--- src/rtl/pag_pkg.sv ---
package pag_pkg;
  typedef enum logic [1:0] {
    ACC_RD  = 2'b00,
    ACC_WR  = 2'b01,
    ACC_EX  = 2'b10,
    ACC_RD2 = 2'b11
  } acc_e;

  localparam int PERM_LSB = 0;
  localparam int PRIV_BIT = 3;
  localparam int ATT_LSB  = 4;
  localparam int CHG_BIT  = 7;
  localparam int REF_BIT  = 8;
  localparam logic [1:0] ATT_NIO = 2'b10;

  localparam int CZ_GUARD = 0;
  localparam int CZ_PROT  = 1;
  localparam int CZ_STORE = 2;

  // permission bit needed by an access type
  function automatic logic [2:0] need_of(input logic [1:0] acc);
    case (acc)
      ACC_WR:  need_of = 3'b010;
      ACC_EX:  need_of = 3'b100;
      default: need_of = 3'b001;
    endcase
  endfunction

  // granted set from page permissions, privilege, state and scope
  function automatic logic [2:0] grant_of(input logic [2:0] eaa, input logic priv,
                                          input logic prob, input logic part,
                                          input logic [2:0] amr);
    if (!part && priv && prob)       grant_of = 3'b000;
    else if (!part && !priv && !prob) grant_of = eaa & amr;
    else                              grant_of = eaa;
  endfunction
endpackage

--- src/rtl/pag_perm.sv ---
module pag_perm
  import pag_pkg::*;
(
  input  logic [5:0] pte_lo,
  input  logic [1:0] acc,
  input  logic       prob,
  input  logic       part,
  input  logic [2:0] amr,
  output logic       guard_hit,
  output logic       prot_hit,
  output logic       fault,
  output logic [2:0] cause,
  output logic [2:0] perm
);
  logic [2:0] granted;
  logic       is_wr;

  always_comb begin
    is_wr     = (acc == ACC_WR);
    granted   = grant_of(pte_lo[PERM_LSB +: 3], pte_lo[PRIV_BIT], prob, part, amr);
    guard_hit = (pte_lo[ATT_LSB +: 2] == ATT_NIO) && (acc == ACC_EX);
    prot_hit  = !guard_hit && ((need_of(acc) & granted) == 3'b000);
    fault     = guard_hit || prot_hit;
    cause     = 3'b000;
    cause[CZ_GUARD] = guard_hit;
    cause[CZ_PROT]  = prot_hit;
    cause[CZ_STORE] = prot_hit && is_wr;
    if (fault)      perm = 3'b000;
    else if (is_wr) perm = granted;
    else            perm = granted & 3'b101;
  end
endmodule

--- src/rtl/pag_rc.sv ---
module pag_rc
  import pag_pkg::*;
#(
  parameter int PTE_W = 64
) (
  input  logic [PTE_W-1:0] pte,
  input  logic [1:0]       acc,
  output logic [PTE_W-1:0] new_pte,
  output logic             dirty
);
  always_comb begin
    new_pte          = pte;
    new_pte[REF_BIT] = 1'b1;
    if (acc == ACC_WR) new_pte[CHG_BIT] = 1'b1;
    dirty = (new_pte != pte);
  end
endmodule

--- src/rtl/pag_ctrl.sv ---
module pag_ctrl (
  input  logic clk,
  input  logic rst_n,
  input  logic req_valid,
  input  logic fault,
  input  logic dirty,
  input  logic wr_ready,
  output logic req_ready,
  output logic capture,
  output logic latch,
  output logic wr_valid,
  output logic rsp_valid
);
  typedef enum logic [1:0] {S_IDLE, S_EVAL, S_WRITE, S_RESP} st_e;
  st_e st, st_n;

  always_comb begin
    st_n = st;
    case (st)
      S_IDLE:  if (req_valid) st_n = S_EVAL;
      S_EVAL:  st_n = (fault || !dirty) ? S_RESP : S_WRITE;
      S_WRITE: if (wr_ready) st_n = S_RESP;
      default: st_n = S_IDLE;
    endcase
  end

  always_ff @(posedge clk or negedge rst_n)
    if (!rst_n) st <= S_IDLE;
    else        st <= st_n;

  assign req_ready = (st == S_IDLE);
  assign capture   = req_ready && req_valid;
  assign latch     = (st == S_EVAL);
  assign wr_valid  = (st == S_WRITE);
  assign rsp_valid = (st == S_RESP);
endmodule

--- src/rtl/pte_access_gate.sv ---
module pte_access_gate
  import pag_pkg::*;
#(
  parameter int PTE_W  = 64,
  parameter int ADDR_W = 56
) (
  input  logic              clk,
  input  logic              rst_n,
  input  logic              req_valid,
  output logic              req_ready,
  input  logic [PTE_W-1:0]  req_pte,
  input  logic [ADDR_W-1:0] req_addr,
  input  logic [1:0]        req_acc,
  input  logic              req_prob,
  input  logic              req_part,
  input  logic [2:0]        req_amr,
  output logic              wr_valid,
  input  logic              wr_ready,
  output logic [ADDR_W-1:0] wr_addr,
  output logic [PTE_W-1:0]  wr_data,
  output logic              rsp_valid,
  output logic              rsp_fault,
  output logic [2:0]        rsp_cause,
  output logic [2:0]        rsp_perm
);
  logic [PTE_W-1:0]  pte_q, new_q, new_pte;
  logic [ADDR_W-1:0] addr_q;
  logic [1:0]        acc_q;
  logic              prob_q, part_q;
  logic [2:0]        amr_q;
  logic              capture, latch;
  logic              guard_hit, prot_hit, fault, dirty;
  logic [2:0]        cause, perm;
  logic              res_fault;
  logic [2:0]        res_cause, res_perm;

  pag_perm u_perm (
    .pte_lo(pte_q[5:0]), .acc(acc_q), .prob(prob_q), .part(part_q), .amr(amr_q),
    .guard_hit(guard_hit), .prot_hit(prot_hit), .fault(fault),
    .cause(cause), .perm(perm)
  );

  pag_rc #(.PTE_W(PTE_W)) u_rc (
    .pte(pte_q), .acc(acc_q), .new_pte(new_pte), .dirty(dirty)
  );

  pag_ctrl u_ctrl (
    .clk(clk), .rst_n(rst_n), .req_valid(req_valid), .fault(fault),
    .dirty(dirty), .wr_ready(wr_ready), .req_ready(req_ready),
    .capture(capture), .latch(latch), .wr_valid(wr_valid), .rsp_valid(rsp_valid)
  );

  always_ff @(posedge clk or negedge rst_n) begin
    if (!rst_n) begin
      pte_q  <= '0;
      addr_q <= '0;
      acc_q  <= ACC_RD;
      prob_q <= 1'b0;
      part_q <= 1'b0;
      amr_q  <= '0;
    end else if (capture) begin
      pte_q  <= req_pte;
      addr_q <= req_addr;
      acc_q  <= req_acc;
      prob_q <= req_prob;
      part_q <= req_part;
      amr_q  <= req_amr;
    end
  end

  always_ff @(posedge clk or negedge rst_n) begin
    if (!rst_n) begin
      res_fault <= 1'b0;
      res_cause <= '0;
      res_perm  <= '0;
      new_q     <= '0;
    end else if (latch) begin
      res_fault <= fault;
      res_cause <= cause;
      res_perm  <= perm;
      new_q     <= new_pte;
    end
  end

  assign wr_addr   = addr_q;
  assign wr_data   = new_q;
  assign rsp_fault = res_fault;
  assign rsp_cause = res_cause;
  assign rsp_perm  = res_perm;
endmodule

--- config.mk ---
export PLATFORM = sky130hd
export DESIGN_NAME = pte_access_gate
export DESIGN_NICKNAME = d
export VERILOG_FILES = /design/src/rtl/pag_pkg.sv /design/src/rtl/pag_perm.sv /design/src/rtl/pag_rc.sv /design/src/rtl/pag_ctrl.sv /design/src/rtl/pte_access_gate.sv
export SDC_FILE = /design/constraint.sdc
export NUM_CORES = 1
export LEC_CHECK = 0
export ABC_AREA = 0
export BUFFER_PORTS_ARGS = -buffer_cell sky130_fd_sc_hd__buf_2
export CAP_MARGIN = 10
export CORE_ASPECT_RATIO = 0.6
export CORE_MARGIN = 8
export CORE_UTILIZATION = 40
export DETAILED_ROUTE_END_ITERATION = 6
export PLACE_DENSITY = 0.75
export REMOVE_ABC_BUFFERS = 1
export SYNTH_ARGS = -nofsm -noshare
export SYNTH_HDL_FRONTEND = slang
export SYNTH_SLANG_ARGS = --single-unit
--- constraint.sdc ---
create_clock -name clk -period 5.7 [get_ports clk]
set_input_delay 0.855 -clock clk [delete_from_list [all_inputs] [get_ports clk]]
set_output_delay 0.855 -clock clk [all_outputs]
set_load 0.01 [all_outputs]
==> run_results.csv, run 1 <==
group,metric,value,unit
placement,placement.io_buffers,260,
layout,synthToLayoutAreaGrowth,28.8,%
floorplanning,number_of_core_rows,39,
detailed_routing,routed_wl,17.6,mm
layout,register_area,0.00500,mm²
timing,setup_violations,0,
detailed_routing,routedWlPerCell,18.0,µm
critical_path,r2r_start,"u_ctrl.st[1]$_DFFE_PN0P_",
critical_path,worst_setup_path_start_kind,"flip-flop",
detailed_routing,drt_pass1_iterations,4,
layout,antennaDiodeCount,0,
timing,clock_skew,0.0108,ns
min_path,class_of_the_tightest_hold_or_removal_check,"in2async",
detailed_routing,vias_after_detailed_routing,4664,
clock_network,cts_made_buffers,17,
critical_path,cp-end-kind,"output pin",
layout,final_layout_size_suffix_gt1_frac,0.670,
critical_path,critical_path_peak_fanout,4,
floorplanning,die_height,123,µm
detailed_routing,initialDrtViolationCount,220,
clock_network,clock_transition_time_at_the_flip_flop_clock_pins_of_the_worst_setup_and_hold_paths,0.07,ns
global_route,maximum_number_of_pins_on_one_net_before_global_route_repair,128,
synthesis,synth-compound-area-share,0.0165,
synthesis,synth_top_cell_area_share,0.661,
clock_network,post_cts_resize_count,0,
detailed_routing,antenna_violating_nets_post_route,0,
floorplanning,die_area,0.0237,mm²
pwr,ir_drop,0.338,mV
floorplanning,fp.dieW,194,µm
global_route,number_of_antenna_violations_at_the_first_check_in_global_routing,2,
pwr,leakage,4.66,nW
critical_path,cp_required,4.85,ns
synthesis,synth_cells,458,
synthesis,yosys.cell_types.count,26,
synthesis,post_synth_fa_ha_maj_area_fraction,0.0116,
outcome,run_status,"finished clean",
critical_path,r2r_setup_slack,3.63,ns
timing,finalMaxSlewViolations,0,
timing,finalCritPeriodShare,0.397,
synthesis,synth-seq-cells,200,
layout,final_common_cell,"buf_2",
timing,period_minus_ws_final,2.26,ns
layout,final_cell_area,0.00975,mm²
critical_path,critPathBufInv,2,
synthesis,synthesis.area_per_instance,16.5,µm²
critical_path,cp_data_arrival_time,1.41,ns
layout,layout_common_cells,"buf_2, dfrtp_1, mux2_2, clkbuf_16, inv_1",
timing,timing_hold_violations_final,0,
clock_network,cts_tree,"built",
floorplanning,start_util,0.403,
detailed_routing,vias_per_cell,4.77,
run,cap_viol_max_count,0,
floorplanning,design.portCount,261,
timing,fin_setup_tns,0,ns
critical_path,worstReg2RegEnd,"rsp_perm[2]$_DFFE_PN0P_",
global_route,grt_pass1_vias,5238,
clock_network,post-cts-setup-buffer-count,0,
placement,placed_cell_count,945,
clock_network,cts.hold.buffers_added,0,
timing,worst-slew-pin-transition,1.00,ns
synthesis,muxShareOfSynthArea,0.284,
placement,post_dp_cell_area,0.00917,mm²
placement,place.detailed.hpwl,12.5,mm
floorplanning,core_region_area,0.0188,mm²
timing,grt_setup_unrepaired,"false",
timing,maxSlewHeadroom,0.333,
synthesis,synth_area,0.00757,mm²
critical_path,cp_cell_sequence,"inv_1 -> ha_1 -> buf_2",
clock_network,cts_sinks,200,
critical_path,timing.critical_path.slowest_stage_cell,"dfrtp_1",
layout,multi_input_comb_area,0.00247,mm²
pwr,power_density,606,mW/mm²
critical_path,timing_worst_setup_path_type,"reg2out",
synthesis,largest_family_of_logic_cells_by_synthesized_area,"multiplexers",
synthesis,synth.area.top_cells,"dfrtp_1, mux2_2, ha_1",
layout,filler_cell_count,1621,
synthesis,yosysTopAreaCell,"dfrtp_1",
critical_path,crit_family,"flip-flops",
placement,place.gp.congestion,0.753,
synthesis,synth_simple_gate_area_frac,0.0116,
global_route,grt_pass1_wl,28.6,mm
clock_network,clk_latency,0.43,ns
synthesis,yosys_warnings,0,
clock_network,clock_path_buffers,2,
timing,fmax,0.442,GHz
detailed_routing,drc,0,
layout,finalNonFillerCells,977,
clock_network,cts-htree-levels,4,
synthesis,synthXorXnorAreaFrac,0,
synthesis,synth.yosys.seq_area_share,0.661,
global_route,track_usage,0.153,
pwr,p_total,5.91,mW
clock_network,clk_root_buffer_cell,"clkbuf_16",
critical_path,critical_path.max_stage_delay,0.43,ns
global_route,global_route.overflow_total,0,
critical_path,ff2ff_path_depth,4,
layout,design.final.nets,856,
area by class of cell:
class,count,area share
Timing Repair Buffer,262,0.138
Clock inverter,13,0.0146
Inverter,9,0.00346
Sequential cell,200,0.513
Tap cell,246,0.0316
Clock buffer,19,0.0454
Multi-Input combinational cell,228,0.253
worst reg2reg max path: stages, from the launching register on:
cell     delay (ns)
dfrtp_1        0.41
inv_1          0.12
ha_4           0.81
inv_1          0.33
a32o_1         0.30
synthesized netlist by cell type, drive strengths merged:
library cell / instances
dfrtp: 200
mux2: 191
clkbuf: 18
inv: 9
ha: 7
buf: 3
nand2: 3
nor2: 3
a21oi: 2
a32o: 2
and4: 2
nand3b: 2
o21ai: 2
o2bb2ai: 2
o311a: 2
or2: 2
a211o: 1
a211oi: 1
a221o: 1
a22o: 1
nand3: 1
nor3: 1
o22ai: 1
or4: 1
layer usage:
metal | vias up | part of all wire | GRT usage
met5 | - | 0.0016 | 0
met3 | 25 | 0.11 | 0.0835
met2 | 174 | 0.45 | 0.235
met1 | 2328 | 0.43 | 0.183
li1 | 2133 | - | -
met4 | 4 | 0.014 | 0.0517
cells by family after synthesis:
family / after synthesis
adders and majority gates: 7
and+or+nand+nor: 15
AOI/OAI and AO/OA: 15
buffers and inverters: 30
DFF: 200
muxes: 191
how the worst max path moves through the flow:
stage                              from                 endpoint  slack [ns]  cells after the start
2_1_floorplan                 req_valid     acc_q[0]$_DFFE_PN0P_        1.58                      2
6_report       u_ctrl.st[0]$_DFFE_PN0P_                req_ready        3.44                      3
3_5_place_dp                  req_valid  wr_addr[30]$_DFFE_PN0P_        3.52                      4
4_1_cts        u_ctrl.st[0]$_DFFE_PN0P_                req_ready        3.39                      3
3_3_place_gp                  req_valid  wr_addr[17]$_DFFE_PN0P_        3.55                      4
5_1_grt        u_ctrl.st[0]$_DFFE_PN0P_                req_ready        3.35                      3
power breakdown:
part,switching [mW],total [mW],internal [mW],leakage [nW]
combinational,0.997,2.19,1.19,2.02
sequential,0.373,2.52,2.15,2.37
clock,0.541,1.20,0.662,0.272
total,1.91,5.91,4.00,4.66
per-stage QoR:
step	worst slack [ns]	hold WS, ns	util
2_1_floorplan	1.58	0.470	-
3_3_place_gp	3.55	0.453	0.488
3_5_place_dp	3.52	0.450	0.488
4_1_cts	3.39	0.471	0.519
5_1_grt	3.35	0.502	0.519
6_report	3.44	0.459	0.519
sequential cells by signal (all words and copies together) (netlist names):
name	cells
wr_addr	56
rsp_fault	1
prob_q	1
wr_data	64
u_ctrl.st	2
pte_q	64
rsp_perm	3
amr_q	3
acc_q	2
part_q	1
rsp_cause	3
(Power assumes the default switching activity.)
==> run 2: changes to the inputs <==
clock period = 2.2 ns   (was 5.7 ns; I/O delays follow)
==> run_results.csv, run 2 (synthesis gave the netlist of run 1 again) <==
group,metric,value,unit
global_route,global_route.overflow_total,0,
min_path,whs_endpoint,"pte_q[58]$_DFFE_PN0P_",
clock_network,clk_latency,0.42,ns
pwr,power_density,1570,mW/mm²
global_route,grt_pass1_wl,28.9,mm
min_path,min_delay_path_depth,2,
global_route,grt_pass1_vias,5273,
global_route,maximum_number_of_pins_on_one_net_before_global_route_repair,72,
layout,design.final.nets,872,
timing,maxSlewHeadroom,0.608,
placement,post-place-ws,0.350,ns
timing,worst-slew-pin-transition,0.589,ns
layout,synthToLayoutAreaGrowth,31.4,%
detailed_routing,drt_pass1_iterations,4,
clock_network,cts_sinks,200,
detailed_routing,drc,0,
critical_path,worstReg2RegEnd,"pte_q[53]$_DFFE_PN0P_",
placement,place.gp.congestion,0.809,
floorplanning,die_area,0.0237,mm²
layout,finalNonFillerCells,993,
timing,clock_skew,0.00861,ns
floorplanning,number_of_core_rows,39,
timing,finalMaxSlewViolations,0,
pwr,leakage,4.78,nW
critical_path,critical_path_cell_count,5,
critical_path,critical_path_peak_fanout,46,
clock_network,cts_tree,"built",
timing,fmax,0.531,GHz
global_route,track_usage,0.155,
detailed_routing,vias_after_detailed_routing,4742,
detailed_routing,routed_wl,17.8,mm
global_route,number_of_antenna_violations_at_the_first_check_in_global_routing,1,
floorplanning,core_region_area,0.0188,mm²
layout,layout_common_cells,"buf_2, dfrtp_1, mux2_2, clkbuf_16, buf_4",
critical_path,r2r_start,"u_ctrl.st[0]$_DFFE_PN0P_",
floorplanning,fp.dieW,194,µm
pwr,p_total,15.6,mW
detailed_routing,vias_per_cell,4.78,
clock_network,cts-htree-levels,4,
critical_path,timing_worst_setup_path_type,"reg2reg",
clock_network,cts_made_buffers,17,
timing,setup_violations,0,
critical_path,critical_path.max_stage_delay,0.43,ns
layout,multi_input_comb_area,0.00247,mm²
critical_path,worst_setup_path_start_kind,"flip-flop",
critical_path,timing.critical_path.slowest_stage_cell,"dfrtp_1",
placement,placement.io_buffers,260,
placement,post_dp_cell_area,0.00932,mm²
timing,setup_ws,0.318,ns
critical_path,r2r_setup_slack,0.32,ns
detailed_routing,antenna_violating_nets_post_route,0,
timing,finalCritPeriodShare,0.855,
outcome,run_status,"finished clean",
min_path,min-delay-start,"req_pte[58]",
critical_path,crit_family,"flip-flops",
timing,period_minus_ws_final,1.88,ns
timing,grt_setup_unrepaired,"false",
placement,place.detailed.hpwl,13.3,mm
timing,fin_hold_ws,0.131,ns
floorplanning,design.portCount,261,
critical_path,critPathBufInv,2,
timing,timing_hold_violations_final,0,
layout,final_common_cell,"buf_2",
layout,register_area,0.00500,mm²
critical_path,cp_cell_sequence,"inv_1 -> ha_1 -> nand2_4 -> buf_12 -> mux2_2",
placement,placed_cell_count,960,
critical_path,cp_data_arrival_time,2.19,ns
critical_path,cp-end-kind,"flip-flop",
detailed_routing,initialDrtViolationCount,181,
clock_network,clock_path_buffers,2,
pwr,ir_drop,1.06,mV
run,cap_viol_max_count,0,
floorplanning,die_height,123,µm
critical_path,cp_required,2.51,ns
layout,postLayoutCoreUtil,0.530,
clock_network,clock_transition_time_at_the_flip_flop_clock_pins_of_the_worst_setup_and_hold_paths,0.07,ns
floorplanning,start_util,0.403,
min_path,class_of_the_tightest_hold_or_removal_check,"in2reg",
layout,final_layout_size_suffix_gt1_frac,0.676,
clock_network,clk_root_buffer_cell,"clkbuf_16",
layout,filler_cell_count,1583,
detailed_routing,routedWlPerCell,18.0,µm
timing,fin_setup_tns,0,ns
critical_path,ff2ff_path_depth,5,
layout,final_cell_area,0.00995,mm²
run 2: changes by cell type in the layout (fill, tap and decap cells not counted), sizes merged:
cell / previous run / this run
buf: 261 / 276
clkinv: 3 / 6
clkinvlp: 5 / 2
inv: 12 / 9
bufinv: 2 / 4
diode: 0 / 1
dlygate4sd3: 0 / 1
run 2: worst max path at each step:
| stage | start | endpoint |
|---|---|---|
| 2_1_floorplan | u_ctrl.st[0]$_DFFE_PN0P_ | acc_q[0]$_DFFE_PN0P_ |
| 3_3_place_gp | pte_q[3]$_DFFE_PN0P_ | rsp_perm[0]$_DFFE_PN0P_ |
| 3_5_place_dp | pte_q[3]$_DFFE_PN0P_ | rsp_perm[0]$_DFFE_PN0P_ |
| 4_1_cts | u_ctrl.st[0]$_DFFE_PN0P_ | pte_q[25]$_DFFE_PN0P_ |
| 5_1_grt | u_ctrl.st[0]$_DFFE_PN0P_ | pte_q[28]$_DFFE_PN0P_ |
| 6_report | u_ctrl.st[0]$_DFFE_PN0P_ | pte_q[53]$_DFFE_PN0P_ |
run 2: repair_timing:
item | 4_1_cts | 5_1_grt
hold buffers | 1 | 0
setup buffers | 0 | 0
hold endpoints to repair | 63 | 0
gates resized for setup | 0 | 0
run 2: area by class of cell:
| class | count | area share |
|---|---|---|
| Multi-Input combinational cell | 228 | 0.248 |
| Inverter | 9 | 0.00340 |
| Clock buffer | 19 | 0.0445 |
| Timing Repair Buffer | 278 | 0.152 |
| Antenna cell | 1 | 0.000252 |
| Tap cell | 246 | 0.0309 |
| Clock inverter | 12 | 0.0177 |
| Sequential cell | 200 | 0.503 |
run 2: report_power, final:
group,switching (mW),total [mW],internal [mW]
combinational,2.62,5.78,3.17
clock,1.33,3.25,1.93
sequential,0.974,6.55,5.58
run 2: metal layers:
metal  GRT usage  share of wire  up-vias
met2       0.226           0.43      179
met3      0.0835           0.11       13
met4      0.0503         0.0099        2
li1            -              -     2173
met1       0.195           0.44     2375
met5           0        0.00073        -
==> run 3: changes to the inputs <==
CORE_UTILIZATION = 50   (was 40)
CTS_CLUSTER_SIZE = 28   (was default)
PLACE_DENSITY = 0.89   (was 0.75)
SLEW_MARGIN = 20   (was default)
==> run_results.csv, run 3 (synthesis gave the netlist of run 1 again) <==
group,metric,value,unit
pwr,power.switching_fraction,0.328,
detailed_routing,routed_wl,18.1,mm
global_route,track_usage,0.190,
outcome,run_status,"finished clean",
timing,setup_ws,0.264,ns
clock_network,clk_root_buffer_cell,"clkbuf_16",
global_route,maximum_number_of_pins_on_one_net_before_global_route_repair,66,
critical_path,r2r_start,"pte_q[3]$_DFFE_PN0P_",
global_route,global_route.overflow_total,0,
pwr,cellInternalPower,10.4,mW
detailed_routing,vias_per_cell,5.07,
timing,finalMaxSlewViolations,0,
detailed_routing,drc,0,
floorplanning,core_region_area,0.0146,mm²
detailed_routing,routedWlPerCell,19.3,µm
layout,filler_cell_count,1010,
detailed_routing,initialDrtViolationCount,377,
pwr,power_density,1570,mW/mm²
floorplanning,fp.dieW,175,µm
timing,worst-slew-pin-transition,0.555,ns
placement,place.gp.congestion,0.846,
clock_network,clk_latency,0.41,ns
critical_path,worstSetupEndpoint,"rsp_perm[0]$_DFFE_PN0P_",
timing,maxSlewHeadroom,0.630,
pwr,total_switching_power,5.07,mW
layout,final_common_cell,"buf_2",
clock_network,clock_transition_time_at_the_flip_flop_clock_pins_of_the_worst_setup_and_hold_paths,0.08,ns
layout,synthToLayoutAreaGrowth,29.6,%
floorplanning,number_of_core_rows,34,
layout,design.final.nets,866,
critical_path,ff2ff_path_depth,4,
global_route,grt_pass1_vias,5462,
critical_path,cp_required,2.50,ns
critical_path,r2r_setup_slack,0.26,ns
timing,clock_skew,0.0104,ns
layout,antennaDiodeCount,0,
timing,finalCritPeriodShare,0.880,
floorplanning,design.portCount,261,
pwr,power.combinational.fraction,0.379,
placement,placement.io_buffers,260,
timing,timing_hold_violations_final,0,
min_path,class_of_the_tightest_hold_or_removal_check,"in2reg",
global_route,number_of_antenna_violations_at_the_first_check_in_global_routing,2,
clock_network,cts_sinks,200,
pwr,ir_drop,0.769,mV
clock_network,cts_made_buffers,17,
pwr,power_frac_clock,0.195,
clock_network,clock_path_buffers,2,
critical_path,cp-end-kind,"flip-flop",
detailed_routing,antenna_violating_nets_post_route,0,
global_route,grt_pass1_wl,29.7,mm
floorplanning,die_height,111,µm
timing,fin_hold_ws,0.140,ns
timing,grt_setup_unrepaired,"false",
layout,final_layout_size_suffix_gt1_frac,0.674,
floorplanning,die_area,0.0195,mm²
clock_network,cts_tree,"built",
pwr,leakage,4.74,nW
critical_path,timing_worst_setup_path_type,"reg2reg",
detailed_routing,drt_pass1_iterations,4,
critical_path,critical_path_peak_fanout,5,
layout,postLayoutCoreUtil,0.671,
pwr,p_total,15.4,mW
timing,fmax,0.516,GHz
detailed_routing,vias_after_detailed_routing,4749,
clock_network,cts-htree-levels,4,
run,cap_viol_max_count,0,
critical_path,worst_setup_path_start_kind,"flip-flop",
floorplanning,start_util,0.517,
placement,place.detailed.hpwl,13.8,mm
critical_path,cp_data_arrival_time,2.23,ns
placement,post-place-ws,0.301,ns
pwr,p_seq_frac,0.426,
timing,fin_setup_tns,0,ns
timing,setup_violations,0,
timing,period_minus_ws_final,1.94,ns
layout,layout_common_cells,"buf_2, dfrtp_1, mux2_2, clkbuf_16, inv_1",
critical_path,setup.worst_path.start,"pte_q[3]$_DFFE_PN0P_",
critical_path,worstReg2RegEnd,"rsp_perm[0]$_DFFE_PN0P_",
-- run 3: changes by cell type in the layout (fill, tap and decap cells not counted) --
cell and delta:
buf_4 -7, bufinv_16 -3, clkinv_2 -3, inv_8 +3, clkinv_4 +2, buf_12 +1, clkbuf_1 -1, clkinv_8 +1
clkinvlp_4 -1, diode_2 -1, inv_6 +1
-- run 3: worst min path at each step --
stage               slack [ns]         start                 endpoint  cells past startpoint
floorplan                 0.03         rst_n     acc_q[0]$_DFFE_PN0P_                      0
global placement          0.35         rst_n  wr_data[52]$_DFFE_PN0P_                      1
detailed placement        0.36         rst_n  wr_data[24]$_DFFE_PN0P_                      1
CTS                       0.13   req_pte[56]    pte_q[56]$_DFFE_PN0P_                      2
global route              0.12  req_addr[20]  wr_addr[20]$_DFFE_PN0P_                      2
finish                    0.14   req_pte[56]    pte_q[56]$_DFFE_PN0P_                      2
-- run 3: power groups by stage --
stage	clock [mW]	sequential, mW	combinational [mW]
floorplan	0	6.97	3.23
global placement	0	6.45	5.67
detailed placement	0	6.61	5.96
CTS	3.10	6.57	5.97
global route	3.27	6.79	6.36
finish	3.01	6.57	5.85
-- run 3: through the flow --
stage / area, µm² / cells
2_1_floorplan: 7490 / 437
5_1_grt: 9810 / 937
6_report: 9810 / 937
4_1_cts: 9810 / 937
3_5_place_dp: 9230 / 906
3_3_place_gp: 9230 / 906
-- run 3: critical path: stages, from the launching register on --
cell	delay (ns)
dfrtp_1	0.42
or4_1	0.55
and4_4	0.23
a221o_2	0.36
a32o_1	0.27
-- run 3: repair_timing --
action,in CTS,in global routing
buffers inserted,0,0
endpoints found under the hold margin,59,0
hold buffers,1,0
resized for setup,0,0
-- run 3: area by class of cell --
class,instances,area (µm²),area share
flip-flops and latches,200,5000,0.510
multi-input cells,228,2470,0.252
repair buffers,272,1480,0.151
clock buffers,18,439,0.0447
well taps,198,248,0.0252
clock inverters,12,140,0.0143
inverters,9,33.8,0.00344
-- run 3: layer usage --
layer	up-vias	wire length, µm	GRT usage
met5	-	23	0
met2	211	8690	0.313
met3	22	1880	0.0925
met4	4	223	0.0478
li1	2161	-	-
met1	2351	7270	0.221
